`src/rtl/burst_seq_pkg.sv`:
```
package burst_seq_pkg;
   // What the strobe and chip-enable decode asks the sequencer to do this cycle.
   typedef enum logic [1:0] {
      CYC_NONE  = 2'd0,   // no strobe acted on: continue or suspend
      CYC_LOAD  = 2'd1,   // selected start of a burst
      CYC_DESEL = 2'd2    // strobe while deselected: close the burst
   } cyc_kind_e;

   // Burst order choice: taken from the pin or fixed at build time.
   localparam int ORDER_FROM_PIN = 0;
   localparam int ORDER_LINEAR   = 1;
   localparam int ORDER_XOR      = 2;
endpackage

```
`src/rtl/burst_strobe_arb.sv`:
```
module burst_strobe_arb
   import burst_seq_pkg::*;
(
   input  logic      proc_stb_n,
   input  logic      ctrl_stb_n,
   input  logic      sel1_n,
   input  logic      sel2,
   input  logic      sel3_n,
   output cyc_kind_e kind,
   output logic      from_proc
);
   logic proc_seen;
   logic ctrl_seen;
   logic selected;

   // The processor strobe is masked by the first chip enable and wins over the controller.
   assign proc_seen = !proc_stb_n && !sel1_n;
   assign ctrl_seen = !ctrl_stb_n && !proc_seen;
   assign selected  = !sel1_n && sel2 && !sel3_n;
   assign from_proc = proc_seen;

   always_comb begin
      kind = CYC_NONE;
      if (proc_seen || ctrl_seen) begin
         kind = selected ? CYC_LOAD : CYC_DESEL;
      end
   end
endmodule

```
`src/rtl/burst_wrap_ctr.sv`:
```
module burst_wrap_ctr
   import burst_seq_pkg::*;
#(
   parameter int BURST_W   = 2,
   parameter int ORDER_SRC = ORDER_FROM_PIN
) (
   input  logic               clk,
   input  logic               rst,
   input  logic               load,
   input  logic [BURST_W-1:0] seed,
   input  logic               step,
   input  logic               order_sel,
   output logic [BURST_W-1:0] offset
);
   localparam logic [BURST_W-1:0] ONE = BURST_W'(1);

   logic [BURST_W-1:0] seed_q;
   logic [BURST_W-1:0] beat_q;
   logic               use_xor;

   generate
      if (ORDER_SRC == ORDER_LINEAR) begin : g_fixed_lin
         assign use_xor = 1'b0;
      end else if (ORDER_SRC == ORDER_XOR) begin : g_fixed_xor
         assign use_xor = 1'b1;
      end else begin : g_pin
         assign use_xor = order_sel;
      end
   endgenerate

   always_ff @(posedge clk) begin
      if (rst) begin
         seed_q <= '0;
         beat_q <= '0;
      end else if (load) begin
         seed_q <= seed;
         beat_q <= '0;
      end else if (step) begin
         beat_q <= beat_q + ONE;
      end
   end

   assign offset = use_xor ? (seed_q ^ beat_q) : (seed_q + beat_q);

   // in interleaved order consecutive offsets differ by beat XOR (beat+1)
   assert_xor_step_R6: assert property (@(posedge clk) disable iff (rst)
      (step && !load && use_xor) |=>
         (!use_xor || ((offset ^ $past(offset)) == ($past(beat_q) ^ ($past(beat_q) + ONE)))));

   // in linear order each step adds one modulo the burst length
   assert_linear_step_R7: assert property (@(posedge clk) disable iff (rst)
      (step && !load && !use_xor) |=> (use_xor || (offset == $past(offset) + ONE)));
endmodule

```
`src/rtl/burst_addr_seq.sv`:
```
module burst_addr_seq
   import burst_seq_pkg::*;
#(
   parameter int ADDR_W    = 17,
   parameter int BURST_W   = 2,
   parameter int ORDER_SRC = ORDER_FROM_PIN
) (
   input  logic              clk,
   input  logic              rst,
   input  logic              proc_stb_n,
   input  logic              ctrl_stb_n,
   input  logic              adv_n,
   input  logic              order_sel,
   input  logic              sel1_n,
   input  logic              sel2,
   input  logic              sel3_n,
   input  logic [ADDR_W-1:0] addr_in,
   output logic [ADDR_W-1:0] addr_out,
   output logic              active,
   output logic              proc_owned
);
   localparam int UPPER_W = ADDR_W - BURST_W;

   generate
      if (BURST_W < 1 || BURST_W >= ADDR_W) begin : g_bad_width
         $error("burst_addr_seq: BURST_W must be at least 1 and below ADDR_W");
      end
      if (ORDER_SRC < ORDER_FROM_PIN || ORDER_SRC > ORDER_XOR) begin : g_bad_order
         $error("burst_addr_seq: ORDER_SRC out of range");
      end
   endgenerate

   cyc_kind_e           kind;
   logic                from_proc;
   logic                step;
   logic [UPPER_W-1:0]  upper_q;
   logic [BURST_W-1:0]  offset;

   burst_strobe_arb u_arb (
      .proc_stb_n (proc_stb_n),
      .ctrl_stb_n (ctrl_stb_n),
      .sel1_n     (sel1_n),
      .sel2       (sel2),
      .sel3_n     (sel3_n),
      .kind       (kind),
      .from_proc  (from_proc)
   );

   assign step = (kind == CYC_NONE) && active && !adv_n;

   burst_wrap_ctr #(
      .BURST_W   (BURST_W),
      .ORDER_SRC (ORDER_SRC)
   ) u_ctr (
      .clk       (clk),
      .rst       (rst),
      .load      (kind == CYC_LOAD),
      .seed      (addr_in[BURST_W-1:0]),
      .step      (step),
      .order_sel (order_sel),
      .offset    (offset)
   );

   always_ff @(posedge clk) begin
      if (rst) begin
         upper_q    <= '0;
         active     <= 1'b0;
         proc_owned <= 1'b0;
      end else begin
         case (kind)
            CYC_LOAD: begin
               upper_q    <= addr_in[ADDR_W-1:BURST_W];
               active     <= 1'b1;
               proc_owned <= from_proc;
            end
            CYC_DESEL: begin
               active     <= 1'b0;
               proc_owned <= 1'b0;
            end
            default: ;
         endcase
      end
   end

   assign addr_out = {upper_q, offset};

   // a selected start shows the full captured address and raises active
   assert_load_addr_R2: assert property (@(posedge clk) disable iff (rst)
      (kind == CYC_LOAD) |=> (active && addr_out == $past(addr_in)));

   // both strobes with chip enable 1 low is a processor-owned cycle
   assert_proc_priority_R3: assert property (@(posedge clk) disable iff (rst)
      (!proc_stb_n && !ctrl_stb_n && !sel1_n && sel2 && !sel3_n) |=> proc_owned);

   // a strobe while deselected closes the burst and keeps the address
   assert_desel_close_R5: assert property (@(posedge clk) disable iff (rst)
      (kind == CYC_DESEL) |=> (!active && !proc_owned && $stable(addr_out)));

   // suspend holds the address (unless the order pin moved)
   assert_suspend_hold_R8: assert property (@(posedge clk) disable iff (rst)
      (kind == CYC_NONE && adv_n) |=> (!$stable(order_sel) || $stable(addr_out)));

   // outside a load the upper address bits never move
   assert_upper_frozen_R10: assert property (@(posedge clk) disable iff (rst)
      (kind != CYC_LOAD) |=> $stable(addr_out[ADDR_W-1:BURST_W]));

   // no stepping while no burst is active
   assert_idle_no_step_R11: assert property (@(posedge clk) disable iff (rst)
      (kind == CYC_NONE && !active) |=> (!$stable(order_sel) || $stable(addr_out)));
endmodule

```
`config.mk`:
```
export PLATFORM = sky130hd
export DESIGN_NAME = burst_addr_seq
export DESIGN_NICKNAME = d
export VERILOG_FILES = /design/src/rtl/burst_seq_pkg.sv /design/src/rtl/burst_strobe_arb.sv /design/src/rtl/burst_wrap_ctr.sv /design/src/rtl/burst_addr_seq.sv
export SDC_FILE = /design/constraint.sdc
export NUM_CORES = 1
export LEC_CHECK = 0
export BUFFER_PORTS_ARGS = -buffer_cell sky130_fd_sc_hd__buf_2
export CELL_PAD_IN_SITES_DETAIL_PLACEMENT = 1
export CELL_PAD_IN_SITES_GLOBAL_PLACEMENT = 2
export CORE_MARGIN = 3
export CORE_UTILIZATION = 22
export CTS_CLUSTER_DIAMETER = 150
export DETAILED_ROUTE_END_ITERATION = 7
export HOLD_SLACK_MARGIN = 0.15
export PLACE_DENSITY_LB_ADDON = 0.12
export SLEW_MARGIN = 25
export SYNTH_ARGS = -nofsm -noshare
export SYNTH_HDL_FRONTEND = slang
export SYNTH_HIERARCHICAL = 1
export SYNTH_SLANG_ARGS = --single-unit
```
`constraint.sdc`:
```
create_clock -name clk -period 1.4 [get_ports clk]
set_input_delay 0.07 -clock clk [delete_from_list [all_inputs] [get_ports clk]]
set_output_delay 0.07 -clock clk [all_outputs]
set_load 0.02 [all_outputs]
```
==> results.cfg, run 1 <==
[detailed_routing]
drt-met1-wl_um = 984
wl_met2_mm = 1.10
viasPerCell = 4.11
vias = 814
drc_errors = 0
drt_iter0_markers = 9
first_pass_iters = 2
wl_per_cell_um = 11.4
maxUsedRoutingLayer = met4
wl_met3_um = 138
routed_wl_mm = 2.26
antenna_left = 0

[critical_path]
cp.required_ns = 1.33
crit_arrival_ns = 1.20
worst-path-buf-inv = 1
cp_slowest_cell = dfxtp_2
cp_top_family = flip-flops
path_cells = ha_1, nor2b_1, xnor2_1, buf_2
slowest_delay_ns = 0.37
endpoint_kind = primary output
startpoint_type = flip-flop
critPathKind = reg2out
cp_max_fo = 4

[synthesis]
synth_fa_ha_area_share_pct = 5.59
synth_compound_area_share_pct = 6.70
yosysTopAreaCell = dfxtp_1
ys_ff_latch = 21
yosysTopAreaCellShare_pct = 46.9
synth.area.top_cells = dfxtp_1, mux2i_1, nor2_1, ha_1, xnor2_1
synth_top_family_by_area = multiplexers
synth_mux_area_share_pct = 19.0
yosys.area_share.simple_pct = 13.0
seq_area_frac_synth_pct = 46.9
synth.distinct_cells = 21
syn_avg_cell_area_um2 = 10.4
syn_inst = 86
netlist_area_um2 = 896
synthXorXnorAreaFrac_pct = 2.93
syn_nets = 116
yosysWarnings = 6

[clock_network]
cts_tree = yes
path_clk_slew_ns = 0.07
cts.sinks = 21
numCtsBuffers = 3
clockBufferDepth = 2
worstSkewPairLatency_ns = 0.25
ctsRootBufferMaster = clkbuf_8
htree_levels = 1

[floorplan]
pin_count = 45
start_util_pct = 23.6
die_x_um = 69.8
die_h_um = 69.8
design.die.area_um2 = 4870
num_rows = 22
core_area_um2 = 3800

[timing]
slew_headroom_pct = 75.9
holdWs_ns = 0.162
setup_viol = 0
setup_tns_ns = 0
clock_skew_ns = 0.00197
hold_violations = 0
slew_violations = 0
post-route-period-util_pct = 90.9
fmax_mhz = 785
rsz0062_at_grt = false
worst_pin_slew_ns = 0.361
fin_crit_ns = 1.27

[finish]
final_cell_mix = buf_2, nor2_1, dfxtp_1
area_delta_synth_final_pct = 55.3
layout_commonest_cell = buf_2
final_cells = 198
nets = 181
antenna_cells = 0
drive_above_1_share_pct = 34.7

[global_routing]
grt-ovfl-total = 0
grt_max_degree = 21
antenna_found_initial = 0
grt_pass1_wl_mm = 3.85
grt_usage_pct = 9.64
grt_pass1_vias = 896

[placement]
place_congestion = 0.657
dp_cells = 175
portBuffers = 44
dp_hpwl_mm = 1.57

[pwr]
p_per_area_nw_per_um2 = 858
p_leak_nw = 0.618
vdd_drop_max_mv = 0.348

[hold_path]
hp-class = in2reg

[run_status]
outcome = completed

[run]
maxCapViolCount = 0
[sequential cells by signal, summed over array words and instances, names as in the netlist]
name and count:
u_ctr/beat_q 2, upper_q 15, active 1, u_ctr/seed_q 2
proc_owned 1
[final cells by class]
cell class,count,area [µm²]
Multi-Input combinational cell,58,423
Clock buffer,4,45.0
Sequential cell,21,422
Fill cell,453,2410
Timing Repair Buffer,64,430
Inverter,3,11.3
Tap cell,48,60.1
[routing by layer]
metal  up-vias  GRT usage, %
li1        415             -
met1       369          10.8
met2        26          17.1
met3         4          2.61
met4         0          3.83
met5         -             0
[worst reg2reg max path, cell delays in order (launching register included)]
cell and delay (ns):
dfxtp_1 0.36, nand2_1 0.06, nor2_1 0.18, nand3b_1 0.13
a21oi_2 0.14
[logic make-up (layout without fill, tap and decap cells)]
family                     Yosys count  count (layout)
AOI/OAI and AO/OA                    7               7
muxes                               17              17
xor gates and xnor gates             3               3
adders and majority gates            4               4
DFF                                 21              21
and+or+nand+nor                     27              27
buffers and inverters                7              71
[metrics by stage]
step | cell area (µm²) | setup slack, ns | total power, mW | utilization (%)
after CTS | 1390 | 0.0254 | 1.22 | 36.6
after global routing | 1390 | 0.0190 | 1.27 | 36.6
after floorplan | 896 | 0.0360 | 0.714 | -
after detailed placement | 1150 | -0.0724 | 0.778 | 30.4
after global placement | 1150 | -0.0322 | 0.776 | 30.4
final | 1390 | 0.127 | 1.19 | 36.6
[synth_stat cells (all sizes together)]
cell     instances
nand2            1
nor2b            1
nand3b           2
a211oi           1
a2111oi          1
a21oi            2
o31a             1
nand2b           1
or2              1
nor2            21
buf              4
a21bo            1
mux2i           17
o21ai            1
dfxtp           21
xnor2            3
ha               4
inv              3
[report_power, final]
group          leakage (nW)  switching [mW]  internal, mW
Sequential            0.170         0.00918         0.612
Combinational         0.425          0.0823        0.0998
Clock                0.0228           0.188         0.202
[final timing paths]
kind	startpoint	cells past startpoint	end	slack, ns
worst min-delay path	sel1_n	4	proc_owned$_SDFFE_PP0P_	0.16
worst min register to register	proc_owned$_SDFFE_PP0P_	2	proc_owned$_SDFFE_PP0P_	0.48
worst max-delay path	u_ctr/beat_q[0]$_SDFFE_PP0P_	4	addr_out[1]	0.13
worst max register to register	active$_SDFFE_PP0P_	4	u_ctr/beat_q[1]$_SDFFE_PP0P_	0.48
[repair_timing]
action                                  CTS  global route
endpoints found under the setup margin    0             1
setup buffers                             0             0
hold buffers                             19             0
resized for setup                         0             1
endpoints found under the hold margin    19             0
Power figures use the tool's default switching activity.
==> run 2, diff against run 1 <==
Settings changed: ABC_CLOCK_PERIOD_IN_PS set to 1400, BUFFER_PORTS_ARGS -buffer_cell sky130_fd_sc_hd__buf_2 to unset, CORE_UTILIZATION 22 to 30, CTS_BUF_LIST set to sky130_fd_sc_hd__clkbuf_4 sky130_fd_sc_hd__clkbuf_8 sky130_fd_sc_hd__clkbuf_16, DONT_BUFFER_PORTS set to 1.
==> results.cfg, run 2 (synthesis results as in run 1) <==
[clock_network]
numCtsBuffers = 3
ctsRootBufferMaster = clkbuf_4
path_clk_slew_ns = 0.11
clockBufferDepth = 2
cts_tree = yes
htree_levels = 1
worstSkewPairLatency_ns = 0.29
cts.sinks = 21

[critical_path]
r2r_end = u_ctr/beat_q[1]$_SDFFE_PP0P_
cp_slowest_cell = dfxtp_4
slowest_delay_ns = 0.36
endpoint_kind = primary output
crit_end = addr_out[1]
reg2reg_slack_ns = 0.49
cp_max_fo = 2
crit_arrival_ns = 1.26
critPathKind = reg2out
startpoint_type = flip-flop
cp.required_ns = 1.33
path_cells = ha_1, nor2b_4, xnor2_2, buf_4
reg2regPathDepth = 4
r2r_start = active$_SDFFE_PP0P_
cp-startpoint = u_ctr/beat_q[0]$_SDFFE_PP0P_

[floorplan]
num_rows = 19
die_h_um = 60.6
start_util_pct = 31.9
design.die.area_um2 = 3680
core_area_um2 = 2810
die_x_um = 60.6
pin_count = 45

[finish]
final_area_um2 = 1220
final_cells = 143
regMostFlops = upper_q
antenna_cells = 0
final_cell_mix = dlygate4sd3_1, nor2_1, dfxtp_1
top_regs = upper_q: 15 flops, u_ctr/beat_q: 2 flops, u_ctr/seed_q: 2 flops
area_delta_synth_final_pct = 35.8
layout_commonest_cell = dlygate4sd3_1
drive_above_1_share_pct = 13.4
nets = 143
largest_reg_flops = 15

[timing]
slew_violations = 0
post-route-period-util_pct = 94.7
fmax_mhz = 754
hold_violations = 0
worst_pin_slew_ns = 0.720
rsz0062_at_grt = false
fin_crit_ns = 1.33
setup_slack_ns = 0.0746
clock_skew_ns = 0.0000798
slew_headroom_pct = 51.9
setup_tns_ns = 0
setup_viol = 0

[pwr]
vdd_drop_max_mv = 0.264
p_leak_nw = 0.450
p_per_area_nw_per_um2 = 872

[placement]
place_congestion = 0.662
portBuffers = 0
dp_cells = 116
pre_cts_ws_ns = 0.0674
dp_hpwl_mm = 1.30
place_area_um2 = 928

[global_routing]
grt_pass1_wl_mm = 3.08
grt-ovfl-total = 0
antenna_found_initial = 0
grt_max_degree = 21
grt_usage_pct = 11.1
grt_pass1_vias = 693

[hold_path]
hp-class = in2reg

[detailed_routing]
viasPerCell = 4.78
drc_errors = 0
drt_iter0_markers = 15
first_pass_iters = 2
antenna_left = 0
vias = 683
routed_wl_mm = 1.99
wl_per_cell_um = 13.9

[run_status]
outcome = completed

[run]
maxCapViolCount = 0
-- run 2: power by group --
group / leakage [nW] / internal, mW / switching (mW)
Sequential: 0.171 / 0.611 / 0.0197
Clock: 0.0177 / 0.106 / 0.183
Combinational: 0.261 / 0.0820 / 0.0593
Total: 0.450 / 0.799 / 0.262
-- run 2: routing by layer --
| metal | routed length (µm) | up-vias | GRT usage (%) |
|---|---|---|---|
| met3 | 150 | 2 | 2.98 |
| met4 | 25 | 0 | 3.72 |
| met1 | 808 | 321 | 12.2 |
| met2 | 1000 | 23 | 20.3 |
| li1 | - | 337 | - |
| met5 | 0 | - | 0 |
-- run 2: worst max-delay path, delay by kind of cell (launching register included) --
| family | cells | cell delay [ns] |
|---|---|---|
| DFF | 1 | 0.36 |
| adders and majority gates | 1 | 0.17 |
| buffers and inverters | 1 | 0.16 |
| xor gates and xnor gates | 1 | 0.14 |
| and+or+nand+nor | 1 | 0.13 |
-- run 2: worst min-delay path by stage --
stage | from | endpoint | slack, ns | cells after the start
floorplan | rst | u_ctr/seed_q[0]$_SDFFE_PP0P_ | 0.14 | 1
global placement | rst | proc_owned$_SDFFE_PP0P_ | 0.14 | 1
detailed placement | rst | u_ctr/seed_q[0]$_SDFFE_PP0P_ | 0.15 | 1
CTS | sel1_n | active$_SDFFE_PP0P_ | 0.18 | 4
global route | sel1_n | active$_SDFFE_PP0P_ | 0.20 | 4
finish | sel1_n | active$_SDFFE_PP0P_ | 0.18 | 4
-- run 2: repair_timing --
item / 4_1_cts / 5_1_grt
hold endpoints to repair: 21 / 0
hold buffers: 22 / 0
setup endpoints to repair: 1 / 2
buffers inserted: 0 / 1
gates resized for setup: 1 / 6
pin swaps: 0 / 1
-- run 2: final cells by class --
cell class              instances  area (µm²)
inverters                       3        11.3
clock buffers                   3        22.5
clock inverters                 1        5.00
well taps                      31        38.8
flip-flops and latches         21         425
multi-input cells              58         450
fillers                       307        1590
repair buffers                 26         263
-- run 2: through the flow --
stage | power, mW | hold WS [ns] | util, %
floorplan | 0.714 | 0.142 | -
global placement | 0.723 | 0.141 | 33.1
detailed placement | 0.725 | 0.147 | 33.1
CTS | 1.08 | 0.179 | 42.0
global route | 1.12 | 0.199 | 43.4
finish | 1.06 | 0.184 | 43.4
